### config.mk
export PLATFORM = sky130hd
export DESIGN_NAME = synth_cmd_decoder
export DESIGN_NICKNAME = d
export VERILOG_FILES = /design/src/rtl/synth_cmd_pkg.sv /design/src/rtl/synth_cmd_serial_rx.sv /design/src/rtl/synth_cmd_scaler.sv /design/src/rtl/synth_cmd_seq_mul.sv /design/src/rtl/synth_cmd_decoder.sv
export SDC_FILE = /design/constraint.sdc
export NUM_CORES = 1
export LEC_CHECK = 0
export ABC_CLOCK_PERIOD_IN_PS = 6900
export BUFFER_PORTS_ARGS = -buffer_cell sky130_fd_sc_hd__buf_4
export CAP_MARGIN = 20
export CORE_MARGIN = 3
export CORE_UTILIZATION = 50
export CTS_BUF_LIST = sky130_fd_sc_hd__clkbuf_16
export CTS_CLUSTER_SIZE = 40
export DETAILED_ROUTE_END_ITERATION = 7
export PLACE_DENSITY = 0.75
export SLEW_MARGIN = 15
export SYNTH_ARGS = -nofsm -noshare
export SYNTH_HDL_FRONTEND = slang
export SYNTH_SLANG_ARGS = --single-unit
export TNS_END_PERCENT = 30
### constraint.sdc
create_clock -name clk -period 6.9 [get_ports clk]
set_input_delay 0.345 -clock clk [delete_from_list [all_inputs] [get_ports clk]]
set_output_delay 0.345 -clock clk [all_outputs]
set_load 0.02 [all_outputs]
### src/rtl/synth_cmd_pkg.sv
package synth_cmd_pkg;
  localparam int TGT_W  = 4;
  localparam int EXP_W  = 4;
  localparam int MANT_W = 24;
  localparam int NUM_TGT = 5;

  typedef enum logic [TGT_W-1:0] {
    TGT_CHAN  = 4'd0,
    TGT_START = 4'd1,
    TGT_STOP  = 4'd2,
    TGT_STEP  = 4'd3,
    TGT_REF   = 4'd4
  } tgt_e;

  typedef struct packed {
    logic [TGT_W-1:0]  tgt;
    logic [EXP_W-1:0]  expo;
    logic [MANT_W-1:0] mant;
  } cmd_t;

  localparam int CMD_W = $bits(cmd_t);

  typedef enum logic [1:0] {
    ST_IDLE,
    ST_SCALE,
    ST_LOAD,
    ST_MUL
  } ctl_e;
endpackage

### src/rtl/synth_cmd_serial_rx.sv
module synth_cmd_serial_rx #(
  parameter int FRAME_W     = 32,
  parameter int SYNC_STAGES = 2
) (
  input  logic               clk,
  input  logic               rst_n,
  input  logic               ser_csn,
  input  logic               ser_sck,
  input  logic               ser_din,
  output logic               frame_vld,
  output logic [FRAME_W-1:0] frame_word
);
  localparam int CNT_W = $clog2(FRAME_W + 2);
  localparam logic [CNT_W-1:0] CNT_FULL = CNT_W'(FRAME_W);
  localparam logic [CNT_W-1:0] CNT_OVER = CNT_W'(FRAME_W + 1);

  logic [SYNC_STAGES-1:0] sck_sh, csn_sh, din_sh;
  logic sck_s, csn_s, din_s, sck_d, csn_d;
  logic sck_rise, csn_rise;
  logic [FRAME_W-1:0] shreg;
  logic [CNT_W-1:0]   cnt;

  always_ff @(posedge clk or negedge rst_n) begin
    if (!rst_n) begin
      sck_sh <= '0;
      csn_sh <= '1;
      din_sh <= '0;
      sck_d  <= 1'b0;
      csn_d  <= 1'b1;
    end else begin
      sck_sh <= {sck_sh[SYNC_STAGES-2:0], ser_sck};
      csn_sh <= {csn_sh[SYNC_STAGES-2:0], ser_csn};
      din_sh <= {din_sh[SYNC_STAGES-2:0], ser_din};
      sck_d  <= sck_s;
      csn_d  <= csn_s;
    end
  end

  assign sck_s    = sck_sh[SYNC_STAGES-1];
  assign csn_s    = csn_sh[SYNC_STAGES-1];
  assign din_s    = din_sh[SYNC_STAGES-1];
  assign sck_rise = sck_s & ~sck_d;
  assign csn_rise = csn_s & ~csn_d;

  always_ff @(posedge clk or negedge rst_n) begin
    if (!rst_n) begin
      shreg      <= '0;
      cnt        <= '0;
      frame_vld  <= 1'b0;
      frame_word <= '0;
    end else begin
      frame_vld <= 1'b0;
      if (csn_rise && (cnt == CNT_FULL)) begin
        frame_vld  <= 1'b1;
        frame_word <= shreg;
      end
      if (csn_s) begin
        cnt <= '0;
      end else if (sck_rise) begin
        shreg <= {shreg[FRAME_W-2:0], din_s};
        if (cnt != CNT_OVER) cnt <= cnt + 1'b1;
      end
    end
  end
endmodule

### src/rtl/synth_cmd_scaler.sv
module synth_cmd_scaler #(
  parameter int MANT_W = 24,
  parameter int EXP_W  = 4,
  parameter int ACC_W  = 32
) (
  input  logic              clk,
  input  logic              rst_n,
  input  logic              start,
  input  logic [MANT_W-1:0] mant,
  input  logic [EXP_W-1:0]  expo,
  output logic              done,
  output logic              ovf,
  output logic [ACC_W-1:0]  result
);
  localparam int PROD_W = ACC_W + 4;

  logic [EXP_W-1:0]  cnt;
  logic              run;
  logic [PROD_W-1:0] prod;

  assign prod = ({4'b0, result} << 3) + ({4'b0, result} << 1);
  assign done = run && ((cnt == '0) || ovf);

  always_ff @(posedge clk or negedge rst_n) begin
    if (!rst_n) begin
      result <= '0;
      cnt    <= '0;
      ovf    <= 1'b0;
      run    <= 1'b0;
    end else if (start) begin
      result <= ACC_W'(mant);
      cnt    <= expo;
      ovf    <= 1'b0;
      run    <= 1'b1;
    end else if (run) begin
      if (done) begin
        run <= 1'b0;
      end else begin
        if (|prod[PROD_W-1:ACC_W]) ovf <= 1'b1;
        result <= prod[ACC_W-1:0];
        cnt    <= cnt - 1'b1;
      end
    end
  end
endmodule

### src/rtl/synth_cmd_seq_mul.sv
module synth_cmd_seq_mul #(
  parameter int W = 32
) (
  input  logic         clk,
  input  logic         rst_n,
  input  logic         start,
  input  logic [W-1:0] mcand_in,
  input  logic [W-1:0] mplier_in,
  input  logic [W-1:0] addend,
  output logic         done,
  output logic [W-1:0] result
);
  localparam int CNT_W = $clog2(W + 1);

  logic [W-1:0]     mcand, mplier;
  logic [CNT_W-1:0] cnt;
  logic             run;

  assign done = run && (cnt == '0);

  always_ff @(posedge clk or negedge rst_n) begin
    if (!rst_n) begin
      mcand  <= '0;
      mplier <= '0;
      result <= '0;
      cnt    <= '0;
      run    <= 1'b0;
    end else if (start) begin
      mcand  <= mcand_in;
      mplier <= mplier_in;
      result <= addend;
      cnt    <= CNT_W'(W);
      run    <= 1'b1;
    end else if (run) begin
      if (done) begin
        run <= 1'b0;
      end else begin
        if (mplier[0]) result <= result + mcand;
        mcand  <= mcand << 1;
        mplier <= mplier >> 1;
        cnt    <= cnt - 1'b1;
      end
    end
  end
endmodule

### src/rtl/synth_cmd_decoder.sv
module synth_cmd_decoder
  import synth_cmd_pkg::*;
#(
  parameter int          REG_W       = 32,
  parameter int          SYNC_STAGES = 2,
  parameter int unsigned CHAN_DEF    = 32'd0,
  parameter int unsigned START_DEF   = 32'd1900000000,
  parameter int unsigned STOP_DEF    = 32'd2000000000,
  parameter int unsigned STEP_DEF    = 32'd1000000,
  parameter int unsigned REF_DEF     = 32'd20000000
) (
  input  logic             clk,
  input  logic             rst_n,
  input  logic             ser_csn,
  input  logic             ser_sck,
  input  logic             ser_din,
  output logic [REG_W-1:0] chan_q,
  output logic [REG_W-1:0] start_q,
  output logic [REG_W-1:0] stop_q,
  output logic [REG_W-1:0] step_q,
  output logic [REG_W-1:0] ref_q,
  output logic [REG_W-1:0] freq_q,
  output logic             freq_done,
  output logic             busy,
  output logic             cmd_err
);
  localparam logic [REG_W-1:0] FREQ_RST = REG_W'(START_DEF + CHAN_DEF * STEP_DEF);
  localparam int SEL_W = $clog2(NUM_TGT);

  function automatic logic [REG_W-1:0] reg_default(input int idx);
    case (idx)
      0:       return REG_W'(CHAN_DEF);
      1:       return REG_W'(START_DEF);
      2:       return REG_W'(STOP_DEF);
      3:       return REG_W'(STEP_DEF);
      default: return REG_W'(REF_DEF);
    endcase
  endfunction

  logic             frame_vld;
  logic [CMD_W-1:0] frame_word;
  cmd_t             rx_cmd;
  logic             code_ok, accept;
  ctl_e             state;
  logic [SEL_W-1:0] tgt_q;
  logic             recalc_tgt;
  logic             scale_done, scale_ovf;
  logic [REG_W-1:0] scaled;
  logic             wr_en;
  logic             mul_start, mul_done;
  logic [REG_W-1:0] mul_res;
  logic [NUM_TGT-1:0][REG_W-1:0] regs;

  synth_cmd_serial_rx #(
    .FRAME_W    (CMD_W),
    .SYNC_STAGES(SYNC_STAGES)
  ) u_rx (
    .clk       (clk),
    .rst_n     (rst_n),
    .ser_csn   (ser_csn),
    .ser_sck   (ser_sck),
    .ser_din   (ser_din),
    .frame_vld (frame_vld),
    .frame_word(frame_word)
  );

  assign rx_cmd  = cmd_t'(frame_word);
  assign code_ok = (rx_cmd.tgt < TGT_W'(NUM_TGT));
  assign accept  = (state == ST_IDLE) && frame_vld && code_ok;

  synth_cmd_scaler #(
    .MANT_W(MANT_W),
    .EXP_W (EXP_W),
    .ACC_W (REG_W)
  ) u_scale (
    .clk   (clk),
    .rst_n (rst_n),
    .start (accept),
    .mant  (rx_cmd.mant),
    .expo  (rx_cmd.expo),
    .done  (scale_done),
    .ovf   (scale_ovf),
    .result(scaled)
  );

  assign wr_en      = (state == ST_SCALE) && scale_done && !scale_ovf;
  assign recalc_tgt = (tgt_q == SEL_W'(TGT_CHAN)) || (tgt_q == SEL_W'(TGT_START)) ||
                      (tgt_q == SEL_W'(TGT_STEP));
  assign mul_start  = (state == ST_LOAD);

  for (genvar g = 0; g < NUM_TGT; g++) begin : g_reg
    logic [REG_W-1:0] q;
    always_ff @(posedge clk or negedge rst_n) begin
      if (!rst_n) q <= reg_default(g);
      else if (wr_en && (tgt_q == SEL_W'(g))) q <= scaled;
    end
    assign regs[g] = q;
  end

  assign chan_q  = regs[TGT_CHAN];
  assign start_q = regs[TGT_START];
  assign stop_q  = regs[TGT_STOP];
  assign step_q  = regs[TGT_STEP];
  assign ref_q   = regs[TGT_REF];

  synth_cmd_seq_mul #(
    .W(REG_W)
  ) u_mul (
    .clk      (clk),
    .rst_n    (rst_n),
    .start    (mul_start),
    .mcand_in (chan_q),
    .mplier_in(step_q),
    .addend   (start_q),
    .done     (mul_done),
    .result   (mul_res)
  );

  always_ff @(posedge clk or negedge rst_n) begin
    if (!rst_n) begin
      state     <= ST_IDLE;
      tgt_q     <= '0;
      cmd_err   <= 1'b0;
      freq_q    <= FREQ_RST;
      freq_done <= 1'b0;
    end else begin
      freq_done <= 1'b0;
      case (state)
        ST_IDLE: begin
          if (accept) begin
            tgt_q   <= rx_cmd.tgt[SEL_W-1:0];
            cmd_err <= 1'b0;
            state   <= ST_SCALE;
          end
        end
        ST_SCALE: begin
          if (scale_done) begin
            if (scale_ovf) begin
              cmd_err <= 1'b1;
              state   <= ST_IDLE;
            end else if (recalc_tgt) begin
              state <= ST_LOAD;
            end else begin
              state <= ST_IDLE;
            end
          end
        end
        ST_LOAD: state <= ST_MUL;
        ST_MUL: begin
          if (mul_done) begin
            freq_q    <= mul_res;
            freq_done <= 1'b1;
            state     <= ST_IDLE;
          end
        end
        default: state <= ST_IDLE;
      endcase
    end
  end

  assign busy = (state != ST_IDLE);
endmodule

==> flow_metrics.env <==
export IMPL_mappedNetlistArea_mm2=0.01991
export IMPL_die_h_um=205.6
export IMPL_grt_overflow=0
export IMPL_final_net_count=2149
export IMPL_numPortBuffers=199
export IMPL_slowest_stage="dfrtp_1"
export IMPL_cp_buffers_inverters=0
export IMPL_synth_edf_count=0
export IMPL_grt_util_met1_pct=35.67
export IMPL_cts_tree="yes"
export IMPL_vias=15290
export IMPL_num_antenna_cells=0
export IMPL_period_share_pct=46.42
export IMPL_postCtsSetupBuffers=0
export IMPL_p_per_area_mw_per_mm2=209.9
export IMPL_cts_hold_buf=4
export IMPL_ios=200
export IMPL_fill_cells=3250
export IMPL_min_period_ns=3.203
export IMPL_hold_class="register to register"
export IMPL_cp_max_fo=8
export IMPL_max_stage_delay_ns=0.47
export IMPL_busiest_layer="met2"
export IMPL_preCtsSetupSlack_ns=3.735
export IMPL_skew_ns=0.02614
export IMPL_peakVddDrop_v=0.0001849
export IMPL_ys_types=77
export IMPL_clkSinkCount=419
export IMPL_cp_start_kind="register"
export IMPL_drive_gt1_share_pct=27.33
export IMPL_end_kind="register"
export IMPL_slew_viol_final=0
export IMPL_drc=0
export IMPL_grt_use_met2_pct=39.73
export IMPL_synth_async_reset_ratio_pct=100.0
export IMPL_ys_warnings_count=0
export IMPL_synth_seq_cells=419
export IMPL_core_mm2=0.03901
export IMPL_die_area_mm2=0.04225
export IMPL_hpwl_um=36880
export IMPL_path_cells="ha_1 -> o21a_1 -> o211ai_2 -> o211a_4 -> o31ai_4 -> a31oi_4 -> o21ai_1 -> mux2_1 -> a2111oi_1 -> nor2_1"
export IMPL_fin_ws_ns=3.697
export IMPL_yosysMostFrequentCell="dfrtp_1"
export IMPL_max_cap_viol_count=0
export IMPL_worstSkewPairLatency_ns=0.57
export IMPL_setup_viol=0
export IMPL_outcome="complete, no violations"
export IMPL_grt_pass1_vias=14990
export IMPL_ys_flop_type="dfrtp_1"
export IMPL_finalHoldViolCount=0
export IMPL_arrival_ns=3.63
export IMPL_power_leakage_nw=11.78
export IMPL_fmax_ghz=0.3122
export IMPL_worstPathRequired_ns=7.32
export IMPL_use_met3_pct=4.493
export IMPL_avgSynthCellArea_um2=10.45
export IMPL_gp_congestion=0.9443
export IMPL_crit_family="compound AO/OA/AOI/OAI gates"
export IMPL_dr_pass1_iters=5
export IMPL_yosysTopAreaCellShare_pct=44.99
export IMPL_rsz0062_at_grt="false"
export IMPL_syn_nets=1979
export IMPL_row_count=72
export IMPL_yosys_top_cells_count="dfrtp_1 (358), nand2_1 (351), mux2_2 (214)"
export IMPL_avgViaCountPerCell=5.816
export IMPL_cts_buffer_depth=3
export IMPL_yosys_top_cells_area="dfrtp_1 (45%), mux2_2 (12%), dfstp_2 (8.0%), nand2_1 (6.6%), ha_1 (4.1%)"
export IMPL_antenna_left=0
export IMPL_htree_num_levels=2
export IMPL_die_w_um=205.6
export IMPL_fin_setup_tns_ns=0
export IMPL_synth_top_cell_by_area="dfrtp_1"
export IMPL_slew_headroom_pct=28.46
export IMPL_cts_resized=0
export IMPL_clkTransAtPathRegs_ns=0.06
export IMPL_synth_cells=1906
export IMPL_drtIter0Drc=1110
export IMPL_grt_pass1_wl_um=83900
export IMPL_wl_um=53490
export IMPL_synth_seq_area_share_pct=53.04
export IMPL_grt_usage_pct=25.15
export IMPL_wl_per_cell_um=20.35
export IMPL_cts_buffers=43
export IMPL_cts_root_buf="clkbuf_16"
export IMPL_synthToLayoutAreaGrowth_pct=17.39
export IMPL_worstSetupPathType="register to register"
export IMPL_grt_max_degree=177
export IMPL_antenna_found_initial=1
export IMPL_start_util_pct=51.05
export IMPL_worst_slew_pin_slew_ns=1.073
## layout by cell type (no fill, tap or decap), types with 4 or more instances in the layout
cell	netlist	routed
mux2i_1	8	8
xnor2_1	37	37
ha_1	66	66
o211ai_1	4	4
buf_4	1	214
o21a_1	6	6
xor2_1	20	20
nand4_1	10	10
nand3_1	24	23
nor3_1	10	9
o21ai_0	71	71
o31ai_1	6	6
or3_1	5	5
nand2_1	351	350
and2_1	5	4
bufinv_16	0	5
a211oi_1	6	6
clkbuf_16	0	44
dfrtp_1	358	358
inv_1	40	52
nor4_1	6	6
dlygate4sd3_1	0	4
and3_1	10	10
nor3b_1	5	5
mux2_2	214	214
o21bai_1	10	10
o21ai_1	13	13
a21o_1	22	22
nand2b_1	9	8
clkinv_1	0	10
nor2b_1	9	9
a21oi_1	115	114
nor2_1	164	162
a31oi_1	84	84
dfstp_2	61	61
## metrics by stage
step	instances	power (mW)	cell area [um2]	hold slack [ns]	util, %
global route	2629	5.056	23370	0.3582	59.92
floorplan	1906	2.569	19910	0.04941	-
detailed placement	2543	2.632	21870	0.3396	56.07
finish	2629	4.907	23370	0.3539	59.92
CTS	2627	4.951	23320	0.3532	59.78
global placement	2543	2.627	21870	0.3316	56.07
## kinds of logic (layout without fill, tap and decap cells)
logic type	count (synthesis)	in the layout	synth area share, %
AO/OA/AOI/OAI	380	380	11.91
XOR/XNOR	57	57	2.507
adder cells (fa/ha/maj)	68	68	4.348
buffers and inverters	137	342	2.627
flip-flops	419	419	53.04
multiplexers	223	223	12.56
AND/OR/NAND/NOR	622	622	13.01
## worst paths after layout
path,from,to,slack [ns],depth (start not counted)
setup / recovery,u_scale.result[7]$_DFFE_PN0P_,u_scale.ovf$_DFFE_PN0P_,3.70,10
hold / removal,u_rx.sck_sh[0]$_DFF_PN0_,u_rx.sck_sh[1]$_DFF_PN0_,0.35,0
setup reg to reg,u_scale.result[7]$_DFFE_PN0P_,u_scale.ovf$_DFFE_PN0P_,3.70,10
hold reg to reg,u_rx.sck_sh[0]$_DFF_PN0_,u_rx.sck_sh[1]$_DFF_PN0_,0.35,0
max in group asynchronous,rst_n,tgt_q[1]$_DFFE_PN0P_,5.00,3
min in group asynchronous,rst_n,u_mul.mcand[11]$_DFFE_PN0P_,0.44,2
## registers in the layout, summed over array words and instances (netlist names), 6 cells and up, named ones only
signal           flops
u_mul.cnt            6
stop_q              32
chan_q              32
u_mul.mplier        32
u_scale.result      32
u_rx.cnt             6
freq_q              32
start_q             32
u_rx.shreg          32
u_mul.result        32
step_q              32
u_mul.mcand         32
ref_q               32
u_rx.frame_word     32
## final cells by class
type                       count  area [um2]  area share, %
multi-input combinational   1350        8870          37.95
sequential                   419       10560          45.18
inverter                      40       150.1         0.6424
clock buffer                  44        1101          4.711
timing repair buffer         222        1737          7.430
tap                          518       648.1          2.773
clock inverter                36       306.5          1.311
## routing by layer
layer / vias to the layer above / share of wire (%)
met3: 94 / 7.3
met4: 0 / 2.6
met1: 7640 / 44
li1: 7003 / -
met5: - / 0
met2: 553 / 46
## power by group
part / switching (mW) / total (mW) / internal, mW
Sequential: 0.0185 / 2.50 / 2.49
Clock: 0.971 / 2.32 / 1.35
Combinational: 0.0572 / 0.0831 / 0.0259
No activity file was read; power rests on OpenSTA's default activity.
